`src/rtl/priv_pkg.sv`:
```
`timescale 1ns/1ps
package priv_pkg;
    typedef enum logic [1:0] {
        MODE_USER  = 2'd0,
        MODE_SUPER = 2'd1,
        MODE_FAULT = 2'd2
    } mode_e;

    typedef enum logic [2:0] {
        CAUSE_SVC   = 3'd0,
        CAUSE_DBG   = 3'd1,
        CAUSE_SDBG  = 3'd2,
        CAUSE_UNDEF = 3'd3,
        CAUSE_HWM   = 3'd4
    } cause_e;

    typedef enum logic [1:0] {
        ST_USER,
        ST_SUPER,
        ST_FAULT,
        ST_HALT
    } state_e;
endpackage

```
`src/rtl/priv_dbg_match.sv`:
```
`timescale 1ns/1ps
module priv_dbg_match #(
    parameter int AW = 24
) (
    input  logic          insn_valid,
    input  logic [AW-1:0] insn_pc,
    input  logic          dacc_valid,
    input  logic [AW-1:0] dacc_addr,
    input  logic          bkpt_en,
    input  logic [AW-1:0] bkpt_addr,
    input  logic          wpt_en,
    input  logic [AW-1:0] wpt_addr,
    output logic          hit_o
);
    logic fetch_hit;
    logic data_hit;

    // each comparator counts only when enabled and when its access exists
    assign fetch_hit = bkpt_en && (insn_pc == bkpt_addr);
    assign data_hit  = wpt_en && dacc_valid && (dacc_addr == wpt_addr);
    assign hit_o     = insn_valid && (fetch_hit || data_hit);
endmodule

```
`src/rtl/priv_async_pend.sv`:
```
`timescale 1ns/1ps
module priv_async_pend (
    input  logic clk,
    input  logic rst_n,
    input  logic evt_i,
    input  logic clr_i,
    output logic pend_o
);
    logic pend_q;

    // A new event wins over a clear that happens in the same cycle.
    always_ff @(posedge clk or negedge rst_n) begin
        if (!rst_n) pend_q <= 1'b0;
        else        pend_q <= (pend_q && !clr_i) || evt_i;
    end

    assign pend_o = pend_q;

    a_r8_event_latched: assert property (@(posedge clk) disable iff (!rst_n)
        evt_i |=> pend_o);
    a_r8_clear_drops: assert property (@(posedge clk) disable iff (!rst_n)
        (clr_i && !evt_i) |=> !pend_o);
endmodule

```
`src/rtl/priv_mode_fsm.sv`:
```
`timescale 1ns/1ps
module priv_mode_fsm
    import priv_pkg::*;
#(
    parameter int              AW        = 24,
    parameter logic [AW-1:0]   VEC_BASE  = 'h100,
    parameter int              VEC_SHIFT = 4
) (
    input  logic          clk,
    input  logic          rst_n,
    input  logic          insn_valid,
    input  logic [AW-1:0] insn_pc,
    input  logic          svc_req,
    input  logic          undef_req,
    input  logic          dbg_hit,
    input  logic          ret_req,
    input  logic          pend_i,
    output logic          hwm_take_o,
    output mode_e         mode_o,
    output logic          halted_o,
    output logic          redir_valid_o,
    output logic [AW-1:0] redir_pc_o,
    output cause_e        cause_o,
    output logic [AW-1:0] sv_epc_o,
    output mode_e         sv_emode_o,
    output logic [AW-1:0] flt_epc_o,
    output mode_e         flt_emode_o
);
    state_e        st_q, st_d;
    logic          sync_any;
    cause_e        sync_code;
    logic          take;
    logic          ret_go;
    cause_e        code;

    logic          redir_valid_q;
    logic [AW-1:0] redir_pc_q;
    cause_e        cause_q;
    logic [AW-1:0] sv_epc_q, flt_epc_q;
    mode_e         sv_emode_q, flt_emode_q;

    function automatic logic [AW-1:0] vec_of(input cause_e c);
        return VEC_BASE + (AW'(c) << VEC_SHIFT);
    endfunction

    // debug before unknown instruction before supervisor call
    assign sync_any  = insn_valid && (dbg_hit || undef_req || svc_req);
    assign sync_code = dbg_hit ? CAUSE_DBG : (undef_req ? CAUSE_UNDEF : CAUSE_SVC);

    always_comb begin
        st_d   = st_q;
        take   = 1'b0;
        ret_go = 1'b0;
        code   = CAUSE_SVC;
        unique case (st_q)
            ST_USER: begin
                if (sync_any) begin
                    st_d = ST_SUPER;
                    take = 1'b1;
                    code = sync_code;
                end else if (insn_valid && pend_i) begin
                    st_d = ST_SUPER;
                    take = 1'b1;
                    code = CAUSE_HWM;
                end
            end
            ST_SUPER: begin
                if (sync_any) begin
                    st_d = ST_FAULT;
                    take = 1'b1;
                    code = dbg_hit ? CAUSE_SDBG : sync_code;
                end else if (ret_req) begin
                    st_d   = ST_USER;
                    ret_go = 1'b1;
                end
            end
            ST_FAULT: begin
                if (sync_any) begin
                    st_d = ST_HALT;
                end else if (ret_req) begin
                    st_d   = ST_SUPER;
                    ret_go = 1'b1;
                end
            end
            ST_HALT: st_d = ST_HALT;
            default: st_d = ST_HALT;
        endcase
    end

    assign hwm_take_o = take && (code == CAUSE_HWM);

    // State register
    always_ff @(posedge clk or negedge rst_n) begin
        if (!rst_n) st_q <= ST_USER;
        else        st_q <= st_d;
    end

    // Registered outputs and saved state
    always_ff @(posedge clk or negedge rst_n) begin
        if (!rst_n) begin
            redir_valid_q <= 1'b0;
            redir_pc_q    <= '0;
            cause_q       <= CAUSE_SVC;
            sv_epc_q      <= '0;
            sv_emode_q    <= MODE_USER;
            flt_epc_q     <= '0;
            flt_emode_q   <= MODE_USER;
        end else begin
            redir_valid_q <= take || ret_go;
            if (take) begin
                redir_pc_q <= vec_of(code);
                cause_q    <= code;
            end else if (ret_go) begin
                redir_pc_q <= (st_q == ST_SUPER) ? sv_epc_q : flt_epc_q;
            end
            if (take && st_q == ST_USER) begin
                sv_epc_q   <= insn_pc;
                sv_emode_q <= MODE_USER;
            end
            if (take && st_q == ST_SUPER) begin
                flt_epc_q   <= insn_pc;
                flt_emode_q <= MODE_SUPER;
            end
        end
    end

    always_comb begin
        unique case (st_q)
            ST_USER:  mode_o = MODE_USER;
            ST_SUPER: mode_o = MODE_SUPER;
            default:  mode_o = MODE_FAULT;
        endcase
    end

    assign halted_o      = (st_q == ST_HALT);
    assign redir_valid_o = redir_valid_q;
    assign redir_pc_o    = redir_pc_q;
    assign cause_o       = cause_q;
    assign sv_epc_o      = sv_epc_q;
    assign sv_emode_o    = sv_emode_q;
    assign flt_epc_o     = flt_epc_q;
    assign flt_emode_o   = flt_emode_q;

    a_r2_user_entry: assert property (@(posedge clk) disable iff (!rst_n)
        (st_q == ST_USER && sync_any) |=>
            (mode_o == MODE_SUPER && redir_valid_o && sv_epc_o == $past(insn_pc)));
    a_r6_super_debug: assert property (@(posedge clk) disable iff (!rst_n)
        (st_q == ST_SUPER && insn_valid && dbg_hit) |=>
            (mode_o == MODE_FAULT && cause_o == CAUSE_SDBG));
    a_r7_return_user: assert property (@(posedge clk) disable iff (!rst_n)
        (st_q == ST_SUPER && ret_req && !sync_any) |=>
            (mode_o == MODE_USER && redir_valid_o && redir_pc_o == $past(sv_epc_o)));
    a_r9_halt_sticky: assert property (@(posedge clk) disable iff (!rst_n)
        halted_o |=> (halted_o && !redir_valid_o && mode_o == MODE_FAULT));
    a_r8_async_user_only: assert property (@(posedge clk) disable iff (!rst_n)
        (mode_o != MODE_USER) |-> !hwm_take_o);
endmodule

```
`src/rtl/priv_exc_ctrl.sv`:
```
`timescale 1ns/1ps
module priv_exc_ctrl #(
    parameter int            AW        = 24,
    parameter logic [AW-1:0] VEC_BASE  = 'h100,
    parameter int            VEC_SHIFT = 4
) (
    input  logic          clk,
    input  logic          rst_n,
    input  logic          insn_valid,
    input  logic [AW-1:0] insn_pc,
    input  logic          svc_req,
    input  logic          undef_req,
    input  logic          dacc_valid,
    input  logic [AW-1:0] dacc_addr,
    input  logic          bkpt_en,
    input  logic [AW-1:0] bkpt_addr,
    input  logic          wpt_en,
    input  logic [AW-1:0] wpt_addr,
    input  logic          hwm_evt,
    input  logic          ret_req,
    output logic [1:0]    mode_o,
    output logic          halted_o,
    output logic          redir_valid_o,
    output logic [AW-1:0] redir_pc_o,
    output logic [2:0]    cause_o,
    output logic [AW-1:0] sv_epc_o,
    output logic [1:0]    sv_emode_o,
    output logic [AW-1:0] flt_epc_o,
    output logic [1:0]    flt_emode_o
);
    import priv_pkg::*;

    logic   dbg_hit;
    logic   pend;
    logic   hwm_take;
    mode_e  mode_w, sv_emode_w, flt_emode_w;
    cause_e cause_w;

    priv_dbg_match #(.AW(AW)) u_match (
        .insn_valid (insn_valid),
        .insn_pc    (insn_pc),
        .dacc_valid (dacc_valid),
        .dacc_addr  (dacc_addr),
        .bkpt_en    (bkpt_en),
        .bkpt_addr  (bkpt_addr),
        .wpt_en     (wpt_en),
        .wpt_addr   (wpt_addr),
        .hit_o      (dbg_hit)
    );

    priv_async_pend u_pend (
        .clk    (clk),
        .rst_n  (rst_n),
        .evt_i  (hwm_evt),
        .clr_i  (hwm_take),
        .pend_o (pend)
    );

    priv_mode_fsm #(.AW(AW), .VEC_BASE(VEC_BASE), .VEC_SHIFT(VEC_SHIFT)) u_fsm (
        .clk           (clk),
        .rst_n         (rst_n),
        .insn_valid    (insn_valid),
        .insn_pc       (insn_pc),
        .svc_req       (svc_req),
        .undef_req     (undef_req),
        .dbg_hit       (dbg_hit),
        .ret_req       (ret_req),
        .pend_i        (pend),
        .hwm_take_o    (hwm_take),
        .mode_o        (mode_w),
        .halted_o      (halted_o),
        .redir_valid_o (redir_valid_o),
        .redir_pc_o    (redir_pc_o),
        .cause_o       (cause_w),
        .sv_epc_o      (sv_epc_o),
        .sv_emode_o    (sv_emode_w),
        .flt_epc_o     (flt_epc_o),
        .flt_emode_o   (flt_emode_w)
    );

    assign mode_o      = mode_w;
    assign cause_o     = cause_w;
    assign sv_emode_o  = sv_emode_w;
    assign flt_emode_o = flt_emode_w;
endmodule

```
`config.mk`:
```
export PLATFORM = sky130hd
export DESIGN_NAME = priv_exc_ctrl
export DESIGN_NICKNAME = d
export VERILOG_FILES = /design/src/rtl/priv_pkg.sv /design/src/rtl/priv_dbg_match.sv /design/src/rtl/priv_async_pend.sv /design/src/rtl/priv_mode_fsm.sv /design/src/rtl/priv_exc_ctrl.sv
export SDC_FILE = /design/constraint.sdc
export NUM_CORES = 1
export LEC_CHECK = 0
export CAP_MARGIN = 20
export CORE_MARGIN = 4
export CORE_UTILIZATION = 40
export CTS_CLUSTER_SIZE = 24
export DETAILED_ROUTE_END_ITERATION = 16
export DONT_BUFFER_PORTS = 1
export PLACE_DENSITY = 0.54
export SLEW_MARGIN = 10
export SYNTH_ARGS = -nofsm -noshare
export SYNTH_HDL_FRONTEND = slang
export SYNTH_SLANG_ARGS = --single-unit
```
`constraint.sdc`:
```
create_clock -name clk -period 2.07 [get_ports clk]
set_input_delay 0.1035 -clock clk [delete_from_list [all_inputs] [get_ports clk]]
set_output_delay 0.1035 -clock clk [all_outputs]
set_load 0.01 [all_outputs]
```
* Word-level counts from Yosys, hierarchy flattened
Cells that the tools add are included.
Storage, ports and cells: flip-flop bits (word level) 80, bits in latches 0, bits in writable memories 0, memory bits (read-only) 0, input port bits 106, output and inout bits 83, memories kept 0
Operators by class: add/sub/neg operators 1, $mul 0, divide/modulo/power cells 0, magnitude comparators 0, eq/ne operators 9, shift-type cells 0, mux-type cells 25, bitwise operators 0, reductions and logical operators 20
Operators with widths (count):
- 24-bit 2-to-1 mux | 3
- 24-bit == test | 2
- 3-bit 2-to-1 mux | 5
- 2-bit 2-to-1 mux | 7
- 9-bit by 7-bit adder with 10-bit output (first input constant) | 1
- 1-bit logical AND | 10
- 2-bit case mux with 4 select lines | 1
- 1-bit 2-to-1 mux | 6
- 3-bit by 2-bit != test with 1-bit output (second input constant) | 2
- 3-bit case mux with 2 select lines | 1
- 1-bit logical OR | 5
- 2-bit == test (second input constant) | 2
- 2-bit case mux with 2 select lines | 1
- 3-bit == test (second input constant) | 1
- 3-bit by 1-bit != test with 1-bit output (second input constant) | 1
- 3-bit AND reduction | 1
- 2-bit by 1-bit == test with 1-bit output (second input constant) | 1
- 2-bit zero test | 1
- 1-bit case mux with 2 select lines | 1
- 2-bit nonzero test | 1
- 2-bit OR reduction | 1
- 1-bit zero test | 1

* Longest topological paths before layout
word-level depth 14, gate-level depth with buffers 8

* Modules after synthesis
A second synthesis with hierarchy kept.
Unflattened totals: cells, all modules 332, area, all modules 4182.8 sq um
Modules (own cells, without submodules):
- priv_mode_fsm | instances 1, cells each 262, area an instance 3597.2 sq um
- priv_dbg_match | instances 1, cells each 67, area an instance 549.3 sq um
- priv_async_pend | instances 1, cells each 3, area an instance 36.3 sq um

* Worst setup path after synthesis
No wires, ideal clock.
kind input-to-reg, from input wpt_addr[5], to register u_fsm.flt_epc_q[10] (netlist: u_fsm.flt_epc_o[10]), data arrival time 1.967 ns, required time 1.945 ns, slack -0.022 ns, cell stages on the path 8, buffers on the path 1, cells stage by stage xor2_1 or4_1 nor2_1 a41oi_1 and2_4 a21boi_4 buf_6 mux2_2
On the way: longest elaborated chain between the ends 10, elaborated cells on any way between the ends 11, classes of those cells eq/ne (1); mux (3); reduce/logical (7)
RTL lines:
- start, declared | line priv_exc_ctrl.sv:18 | input logic [AW-1:0] wpt_addr,
- 24-bit == test (*) | line priv_dbg_match.sv:20 | assign data_hit = wpt_en && dacc_valid && (dacc_addr == wpt_addr);
- 1-bit logical AND (*) | line priv_dbg_match.sv:20
- 1-bit logical OR (*) | line priv_dbg_match.sv:21 | assign hit_o = insn_valid && (fetch_hit || data_hit);
- 1-bit logical AND (*) | line priv_dbg_match.sv:21
- 1-bit logical OR (*) (2 in series) | line priv_mode_fsm.sv:47 | assign sync_any = insn_valid && (dbg_hit || undef_req || svc_req);
- 1-bit logical AND (*) | line priv_mode_fsm.sv:47
- 1-bit 2-to-1 mux, on equally long branches | line priv_mode_fsm.sv:68, priv_mode_fsm.sv:57
- 1-bit case mux with 2 select lines (*) | line priv_mode_fsm.sv:55 | unique case (st_q)
- 1-bit logical AND (*) | line priv_mode_fsm.sv:120 | if (take && st_q == ST_SUPER) begin
- end signal, assigned | line priv_mode_fsm.sv:121 | flt_epc_q <= insn_pc;
- end, declared | line priv_mode_fsm.sv:39 | logic [AW-1:0] sv_epc_q, flt_epc_q;
Every way passes the cells marked *; elsewhere a longest branch is shown, timed or not. A chain may end at the register's enable or synchronous reset.

* Worst setup path after layout
from register u_fsm.st_q[1], to register u_fsm.redir_pc_q[6] (netlist: u_fsm.redir_pc_o[6])
On the way: longest elaborated chain between the ends 4, elaborated cells on any way between the ends 12, classes of those cells add/sub (1); eq/ne (2); mux (6); reduce/logical (3)
RTL lines:
- start, declared | line priv_mode_fsm.sv:29 | state_e st_q, st_d;
- start signal, assigned | line priv_mode_fsm.sv:95 | else st_q <= st_d;
- 2-bit by 1-bit == test with 1-bit output (tied with other cells) | line priv_mode_fsm.sv:55, priv_mode_fsm.sv:114
- 3-bit case mux with 2 select lines (tied with other cells) | line priv_mode_fsm.sv:55
- 9-bit by 7-bit adder with 10-bit output (tied with other cells) | line priv_mode_fsm.sv:43 | return VEC_BASE + (AW'(c) << VEC_SHIFT);
- 24-bit 2-to-1 mux or 2-bit nonzero test (tied branches)
- end signal, assigned | line priv_mode_fsm.sv:111 | redir_pc_q <= vec_of(code);
- end signal, assigned | line priv_mode_fsm.sv:114 | redir_pc_q <= (st_q == ST_SUPER) ? sv_epc_q : flt_epc_q;
- end, declared | line priv_mode_fsm.sv:37 | logic [AW-1:0] redir_pc_q;
Several ways; a longest one is shown, not always the timed one. The select of a mux whose other input is x is not followed.

==> results.txt <==
Outcome: completed
Max_cap viols: 0
Post-route cell area: 0.005021 mm²
Clk network pwr share: 20.4%
# fillers: 907
Fraction of layout cells with a size suffix above 1: 24.81%
Minimum clock period: 1.941 ns
Clock transition at the registers of the reported paths: 0.08 ns
Commonest cells after routing, fill and taps aside: dfrtp_1, mux2_2, xor2_1, dlygate4sd3_1, mux2i_1
Hold Path Cell Cnt: 2
Residual DRC: 0
Final Max Slew Viols: 0
Worst setup SP type: register
Total GRT Usage: 19.16%
I/O Pins: 189
Number of synthesized flops with an enable pin: 0
Fin. Hold Viols: 0
Yosys top cell area share: 48.51%
Multi-input gate area: 0.002014 mm²
Initial drt markers: 106
CP required: 2.31 ns
Synthesized area per cell: 12.54 µm²
DIE HEIGHT: 109.6 µm
RSZ-0062 raised after global routing: yes
Vias in the first global route: 3,006
Worst reg-to-reg path cell count: 8
Final WS setup: 0.1287 ns
Comb pwr share: 35.5%
GP Congestion: 0.7812
I/O Buffers: 0
Slew HR: 58.08%
Final period utilization: 93.78%
First-pass GRT wire length: 16,990 µm
Clk_lat worst skew: 0.36 ns
DP Cell Count: 474
Final net count: 494
Netlist cell types: 38
Area contributors post-synth: dfrtp_1, mux2_2, xor2_1
Placed Instance Area: 0.004439 mm²
Final Skew: 0.006983 ns
Final Core Density: 50.67%
Post-Syn Instances: 329
Ys flop type: dfrtp_1
Commonest non-fill, non-tap cell in the layout: dfrtp_1
Drt via density: 5.562
Setup crit end kind: register
P per Cell Area: 1453 mW/mm²
GR Util met2: 30.51%
CTS root buf: clkbuf_8
Row cnt: 36
Initial core utilization: 41.64%
Vias after detailed routing: 2,892
HPWL Detailed: 8574 µm
Area of all sequential standard cells: 0.002002 mm²
Antenna fix cells: 0
Crit Reg-Reg Startpoint: u_fsm.st_q[1]
Reg-to-reg endpoint: u_fsm.redir_pc_o[6]
Die footprint: 0.01201 mm²
Worst Tran Pin Value: 0.6207 ns
Core area: 0.009910 mm²
Clk buf depth: 2
GR met3 Demand/Resource: 6.400%
WS Path Type: reg -> reg
Internal power: 4569 µW
Antenna violations before repair: 0
Post-CTS Setup Inserts: 0
Net Sw Power: 2725 µW
WL per Instance: 22.47 µm
CTS Buf Count: 9
# resized after CTS: 0
Busiest grt layer: met2
Crit-path max FO: 12
Clock sink total: 80
Yosys warning total: 0
Mapped cell area: 0.004126 mm²
Hold_sp: insn_valid
Switching fraction of total power: 37.36%
Synthesized flop and latch total: 80
Largest net degree at the start of global routing: 81
Sequential area share after synthesis: 48.51%
CTS tree: yes
Final ANT Viol Nets: 0
Ys async rst share: 100.0%
Seq pwr share: 44.1%
Worst Hold Path EP: u_fsm.cause_o[1]
Fin cells: 520
Fmax: 515.1 MHz
Aggregate global routing overflow: 0
P_leak: 0.002152 µW
Grt met1 use: 24.32%
FF-to-FF setup slack: 0.13 ns
Die width: 109.6 µm
Drt pass-1 iters: 4
Yosys top cell by area: dfrtp_1
Worst vdd ir: 559.9 µV
Arr. time, crit path: 2.18 ns
H-Tree Depth: 3
Post-Route WL: 11,680 µm
Area grow syn2layout: 21.68%
Final setup vio count: 0
Hold Crit Class: in -> reg
Dpl ws: -0.1823 ns
-- timing repair --
item	4_1_cts	5_1_grt
hold endpoints to repair	132	0
hold buffers	30	0
setup endpoints to repair	0	12
-- metal layers --
layer	up-vias	wire [µm]
li1	1322	-
met1	1439	4872
met2	117	5594
met3	14	1036
met4	0	178
met5	-	0
-- worst max path at each step --
| stage | start | to |
|---|---|---|
| floorplan | wpt_addr[5] | u_fsm.flt_epc_o[10] |
| global placement | bkpt_addr[1] | u_fsm.flt_epc_o[15] |
| finish | u_fsm.st_q[1] | u_fsm.redir_pc_o[6] |
| CTS | u_fsm.st_q[1] | u_fsm.redir_pc_o[6] |
| detailed placement | bkpt_addr[1] | u_fsm.sv_epc_o[18] |
| global route | u_fsm.st_q[1] | u_fsm.redir_pc_o[6] |
-- through the flow --
stage / TNS (ns) / power (µW) / hold slack, ns
5_1_grt: -0.2194 / 7718 / 0.02997
3_3_place_gp: -9.049 / 5722 / -0.1897
6_report: 0 / 7294 / 0.02795
2_1_floorplan: -0.4008 / 4929 / -0.1921
3_5_place_dp: -7.766 / 5777 / -0.1899
4_1_cts: 0 / 7381 / 0.0008051
-- layout make-up --
type	count	share of cell area, %
Inverter	5	0.3738
Clock buffer	12	3.289
Multi-Input combinational cell	231	40.12
Timing Repair Buffer	55	11.06
Clock inverter	4	1.969
Tap cell	133	3.314
Sequential cell	80	39.87
-- worst max-delay path, stage by stage (launching register included) --
cell and delay [ns]:
dfrtp_1 0.38, inv_1 0.11, ha_1 0.21, buf_4 0.17
a211oi_1 0.24, a21o_1 0.16, o21a_1 0.19, buf_4 0.26
a22oi_1 0.11
-- power groups by stage --
stage	logic, µW	clock network (µW)	registers (µW)
2_1_floorplan	1910	0	3020
3_3_place_gp	2460	0	3270
3_5_place_dp	2510	0	3260
4_1_cts	2610	1530	3240
5_1_grt	2810	1590	3320
6_report	2590	1490	3220
-- sequential cells by signal (all words and copies together), names as in the netlist --
| name | cells |
|---|---|
| u_fsm.flt_epc_o | 24 |
| u_fsm.redir_pc_o | 24 |
| u_fsm.sv_epc_o | 24 |
| u_fsm.cause_o | 3 |
| u_fsm.st_q | 2 |
| u_fsm.flt_emode_o | 1 |
| u_fsm.redir_valid_o | 1 |
| u_pend.pend_o | 1 |
-- synthesized netlist by cell type (3+ instances only) --
cell	n
a21o_1	6
and4_1	3
buf_4	3
o2bb2ai_1	20
nand4_1	8
buf_6	4
buf_2	3
xnor2_1	17
nor2_1	8
ha_1	6
or4_1	3
mux2i_1	22
nand3_1	3
clkbuf_1	5
mux2_2	49
dfrtp_1	80
inv_1	5
nand2_1	12
xor2_1	33
nor4_1	14
-- kinds of logic after synthesis --
| group | count (synthesis) | share of synthesized area, % |
|---|---|---|
| AOI/OAI and AO/OA | 45 | 9.552 |
| xor gates and xnor gates | 50 | 10.61 |
| adders and majority gates | 6 | 1.819 |
| buffers and inverters | 20 | 2.911 |
| DFF | 80 | 48.51 |
| muxes | 73 | 19.25 |
| other | 1 | 0.09088 |
| and+or+nand+nor | 54 | 7.247 |
(Power assumes the default switching activity.)
